### src/rtl/mac_interlock_pkg.sv
package mac_interlock_pkg;

    // Decoded instruction class seen by the interlock
    typedef enum logic [1:0] {
        CLS_OTHER = 2'b00,
        CLS_MAC   = 2'b01,
        CLS_MUL   = 2'b10,
        CLS_MREG  = 2'b11
    } instr_class_e;

    function automatic logic uses_mult_regs(input instr_class_e c);
        return (c == CLS_MUL) || (c == CLS_MREG);
    endfunction

endpackage

### src/rtl/mac_interlock_timer.sv
// Loadable down-counter: busy while non-zero, counts every cycle.
module mac_interlock_timer #(
    parameter int unsigned SPAN = 2
) (
    input  logic clk,
    input  logic rst,
    input  logic load,
    output logic busy
);
    localparam int unsigned CW = (SPAN < 1) ? 1 : $clog2(SPAN + 1);

    generate
        if (SPAN == 0) begin : g_none
            logic unused_in;
            assign unused_in = clk ^ rst ^ load;
            assign busy = 1'b0;
        end else begin : g_count
            typedef struct packed {
                logic [CW-1:0] cnt;
            } tmr_state_t;

            tmr_state_t st_d, st_q;

            always_comb begin
                st_d = st_q;
                if (load) begin
                    st_d.cnt = CW'(SPAN);
                end else if (st_q.cnt != '0) begin
                    st_d.cnt = st_q.cnt - 1'b1;
                end
            end

            always_ff @(posedge clk) begin
                if (rst) begin
                    st_q <= '0;
                end else begin
                    st_q <= st_d;
                end
            end

            assign busy = (st_q.cnt != '0);
        end
    endgenerate
endmodule

### src/rtl/mac_interlock_delay.sv
// Fixed-depth pulse delay line; each tap is one register.
module mac_interlock_delay #(
    parameter int unsigned DEPTH = 5
) (
    input  logic clk,
    input  logic rst,
    input  logic in_pulse,
    output logic out_pulse
);
    generate
        if (DEPTH == 0) begin : g_wire
            logic unused_in;
            assign unused_in = clk ^ rst;
            assign out_pulse = in_pulse;
        end else begin : g_taps
            typedef struct packed {
                logic [DEPTH-1:0] taps;
            } dly_state_t;

            dly_state_t st_d, st_q;

            always_comb begin
                st_d = st_q;
                st_d.taps[0] = in_pulse;
                for (int i = 1; i < int'(DEPTH); i++) begin
                    st_d.taps[i] = st_q.taps[i-1];
                end
            end

            always_ff @(posedge clk) begin
                if (rst) begin
                    st_q <= '0;
                end else begin
                    st_q <= st_d;
                end
            end

            assign out_pulse = st_q.taps[DEPTH-1];
        end
    endgenerate
endmodule

### src/rtl/mac_interlock_gate.sv
// Same-cycle issue decision from the hold and lock state.
module mac_interlock_gate
    import mac_interlock_pkg::*;
(
    input  logic       in_valid,
    input  logic [1:0] in_class,
    input  logic       hold_busy,
    input  logic       lock_busy,
    output logic       stall,
    output logic       issue,
    output logic       mac_issue
);
    instr_class_e cls;
    logic         lock_hit;

    always_comb begin
        cls       = instr_class_e'(in_class);
        // only classes that touch the multiply registers see the lock
        lock_hit  = lock_busy && uses_mult_regs(cls);
        stall     = in_valid && (hold_busy || lock_hit);
        issue     = in_valid && !stall;
        mac_issue = issue && (cls == CLS_MAC);
    end
endmodule

### src/rtl/mac_interlock.sv
module mac_interlock #(
    parameter int unsigned EXEC_SLOTS  = 3,
    parameter int unsigned LOCK_STATES = 4,
    parameter int unsigned LATENCY     = 5
) (
    input  logic       clk,
    input  logic       rst,
    input  logic       in_valid,
    input  logic [1:0] in_class,
    output logic       stall,
    output logic       issue,
    output logic       result_ready
);
    localparam int unsigned HOLD_SPAN = (EXEC_SLOTS > 0) ? EXEC_SLOTS - 1 : 0;

    logic hold_busy;
    logic lock_busy;
    logic mac_issue;

    mac_interlock_gate u_gate (
        .in_valid  (in_valid),
        .in_class  (in_class),
        .hold_busy (hold_busy),
        .lock_busy (lock_busy),
        .stall     (stall),
        .issue     (issue),
        .mac_issue (mac_issue)
    );

    // execution slots still held by the multiply-accumulate
    mac_interlock_timer #(.SPAN(HOLD_SPAN)) u_hold (
        .clk  (clk),
        .rst  (rst),
        .load (mac_issue),
        .busy (hold_busy)
    );

    // multiplier lock, reloaded by every multiply-accumulate issue
    mac_interlock_timer #(.SPAN(LOCK_STATES)) u_lock (
        .clk  (clk),
        .rst  (rst),
        .load (mac_issue),
        .busy (lock_busy)
    );

    mac_interlock_delay #(.DEPTH(LATENCY)) u_result (
        .clk       (clk),
        .rst       (rst),
        .in_pulse  (mac_issue),
        .out_pulse (result_ready)
    );
endmodule

### config.mk
export PLATFORM = sky130hd
export DESIGN_NAME = mac_interlock
export DESIGN_NICKNAME = d
export VERILOG_FILES = /design/src/rtl/mac_interlock_pkg.sv /design/src/rtl/mac_interlock_timer.sv /design/src/rtl/mac_interlock_delay.sv /design/src/rtl/mac_interlock_gate.sv /design/src/rtl/mac_interlock.sv
export SDC_FILE = /design/constraint.sdc
export NUM_CORES = 1
export LEC_CHECK = 0
export ABC_CLOCK_PERIOD_IN_PS = 1950
export BUFFER_PORTS_ARGS = -buffer_cell sky130_fd_sc_hd__buf_2
export CORE_AREA = 5 5 42 44
export DETAILED_ROUTE_END_ITERATION = 8
export DIE_AREA = 0 0 47 49
export PLACE_DENSITY_LB_ADDON = 0.3
export SYNTH_ARGS = -nofsm -noshare
export SYNTH_HDL_FRONTEND = slang
export SYNTH_HIERARCHICAL = 1
export SYNTH_SLANG_ARGS = --single-unit
### constraint.sdc
create_clock -name clk -period 1.95 [get_ports clk]
set_clock_uncertainty 0.05 [all_clocks]
set_input_delay 0.39 -clock clk [delete_from_list [all_inputs] [get_ports clk]]
set_output_delay 0.39 -clock clk [all_outputs]
set_load 0.005 [all_outputs]
==> results_dict.tcl <==
set metrics [dict create \
    core_area_sq_mm 0.00140 \
    die-area_sq_mm 0.00230 \
    synthDominantCellAreaShare_pct 46.1 \
    die_y_microns 49 \
    grt_max_degree 11 \
    grt_pass1_vias 264 \
    synth_area_sq_um 434 \
    finalCritPeriodShare_pct 94.6 \
    drc 0 \
    worstReg2RegStart "u_hold/g_count.st_q[1]" \
    synth_seq_cells 10 \
    synthXorXnorAreaFrac_pct 2.02 \
    setup_tns_ns 0 \
    peakVddDrop_mv 0.572 \
    placed_cells 62 \
    groute.usage.overall_pct 6.43 \
    startpoint_type "flop" \
    outcome "finished clean" \
    holdPathStages 1 \
    layoutNonFillerInstCount 65 \
    cts.sinks 10 \
    max_slew_margin_pct 66.2 \
    fmax_mhz 542 \
    ys.warnings.count 6 \
    synth_top_family_by_area "simple AND/OR/NAND/NOR gates" \
    areaGrowthSynthToFinish_pct 21.0 \
    vias 279 \
    clock_latency_ns 0.25 \
    cts_root_buffer "clkbuf_4" \
    syn_avg_cell_area_sq_um 11.1 \
    antenna_cells 0 \
    cp.required_ns 1.51 \
    hold-path-endpoint "u_result/g_taps.st_q[3]" \
    hold_start "u_result/g_taps.st_q[2]" \
    p_total_uw 656 \
    io_pins 8 \
    clockBufferDepth 2 \
    yosys.area.top_type "dfxtp_1" \
    synth-compound-area-share_pct 11.0 \
    cts_setup_buffers 0 \
    io_buffers 7 \
    cp_max_fo 4 \
    worst_pin_slew_ns 0.505 \
    post-synth-top-count-cell "dfxtp_1" \
    synth_area_leaders "dfxtp_1 46%, ha_1 8.6%, nor2b_1 8.6%, a2111oi_4 6.3%, a21oi_1 4.6%" \
    hp-class "reg2reg" \
    synthAdderAreaFrac_pct 8.65 \
    post-dp-hpwl_microns 433 \
    synth.net_count 47 \
    antenna_found_initial 0 \
    rows 14 \
    synthCells 39 \
    cap_violations 0 \
    finalSetupViolCount 0 \
    layout_min_cycle_time_ns 1.84 \
    hold_viol_final 0 \
    gr-total-overflow 0 \
    yosys.area_share.simple_pct 24.8 \
    critPathCaptureType "output pin" \
    drtIter0Drc 0 \
    synth_edf_count 0 \
    htreeDepth 1 \
    synth_commonest_cells "10 x dfxtp_1, 6 x nor2b_1, 5 x inv_1, 4 x a21oi_1, 3 x ha_1" \
    path_class "reg2out" \
    rsz0062_at_grt "false" \
    wl_per_cell_microns 8.62 \
    gp_congestion 0.652 \
    drt_first_pass_iters 1 \
    fin_nets 59 \
    cts_buffers 3 \
    wl_microns 560 \
    r2r_setup_slack_ns 0.49 \
    clk_pin_slew_ns 0.06 \
    synthArstFlopShare_pct 0 \
    critPathArrivalTime_ns 1.40 \
    ys_types 16 \
    fp.dieW_microns 47 \
    cellPowerDensity_mw_per_mm2 1250 \
    cts_tree "done" \
    drive_above_1_share_pct 36.7 \
    grt_pass1_wl_microns 1060 \
    start_util_pct 31.0 \
    power.leakage_nw 0.229 \
    seq_area_frac_synth_pct 46.1 \
    synthMuxAreaShare_pct 2.31 \
    final-max-slew-violation-count 0 \
    reg2reg_depth 5 \
    avgViaCountPerCell 4.29 \
    post-route-util_pct 37.5 \
    synth_ff_type "dfxtp_1" \
    worstReg2RegEnd "u_lock/g_count.st_q[2]" \
    postRouteAntennaNets 0 \
]
==> per-layer routing <==
| layer | share of wire, % | global-route usage [%] | vias to the layer above | wire length (microns) |
|---|---|---|---|---|
| met5 | 0 | 0 | - | 0 |
| met4 | 0.71 | 5.53 | 0 | 4 |
| met3 | 3.4 | 2.21 | 2 | 19 |
| met2 | 54 | 8.60 | 4 | 301 |
| met1 | 42 | 7.76 | 126 | 235 |
| li1 | - | - | 147 | - |
==> worst max path at each step <==
stage,startpoint,to,slack (ns),depth (start not counted)
after floorplan,u_lock/g_count.st_q[1],stall,0.41,6
after global placement,u_lock/g_count.st_q[1],stall,0.28,7
after detailed placement,u_lock/g_count.st_q[1],stall,0.25,7
after CTS,u_lock/g_count.st_q[1],stall,0.04,7
after global routing,u_lock/g_count.st_q[0],stall,0.003,7
final,u_lock/g_count.st_q[0],stall,0.11,7
==> timing repair <==
action                                  in CTS  in global routing
endpoints found under the hold margin        0                  0
endpoints found under the setup margin       1                  2
hold buffers                                 0                  0
gates resized for setup                      1                  2
==> state kept, by name, summed over array words and instances, names as in the netlist <==
signal                flops
u_lock/g_count.st_q       3
u_hold/g_count.st_q       2
u_result/g_taps.st_q      5
==> per-stage QoR <==
stage                     setup slack, ns  hold WS, ns  instance area (sq um)
after floorplan                     0.408        0.364                    434
after global placement              0.276        0.370                    489
after detailed placement            0.252        0.374                    489
after CTS                          0.0374        0.388                    514
after global routing              0.00261        0.386                    526
final                               0.106        0.386                    526
==> area by class of cell <==
class / count / area, sq um
clock buffer: 3 / 22.5
fill: 147 / 876
inverter: 6 / 22.5
multi-input combinational: 23 / 224
sequential: 10 / 201
tap: 16 / 20.0
timing repair buffer: 7 / 35.0
==> layout by cell type (no fill, tap or decap), drive strengths merged <==
cell type  instances
clkbuf             3
nor2               1
nor4b              1
mux2i              1
xor2               1
nor3               1
inv                6
or2                1
dfxtp             10
ha                 3
nand2b             1
nor2b              7
a2111oi            1
nor3b              1
buf                7
a21oi              4
==> cells by family (layout without fill, tap and decap cells) <==
| family | after synthesis | count (layout) |
|---|---|---|
| adder cells (fa/ha/maj) | 3 | 3 |
| AND/OR/NAND/NOR | 13 | 13 |
| buffers and inverters | 6 | 16 |
| AO/OA/AOI/OAI | 5 | 5 |
| XOR/XNOR | 1 | 1 |
| multiplexers | 1 | 1 |
| flip-flops | 10 | 10 |
==> worst max-delay path: stages, from the launching register on <==
cell	delay (ns)
dfxtp_1	0.34
inv_1	0.05
ha_1	0.23
ha_4	0.19
inv_2	0.08
a21oi_1	0.07
nor2b_1	0.09
buf_2	0.11
==> where the power goes <==
part / internal [mW] / total, mW / switching, mW
Clock: 0.0706 / 0.129 / 0.0582
Sequential: 0.232 / 0.250 / 0.0173
Combinational: 0.147 / 0.277 / 0.131
Power figures use the tool's default switching activity.
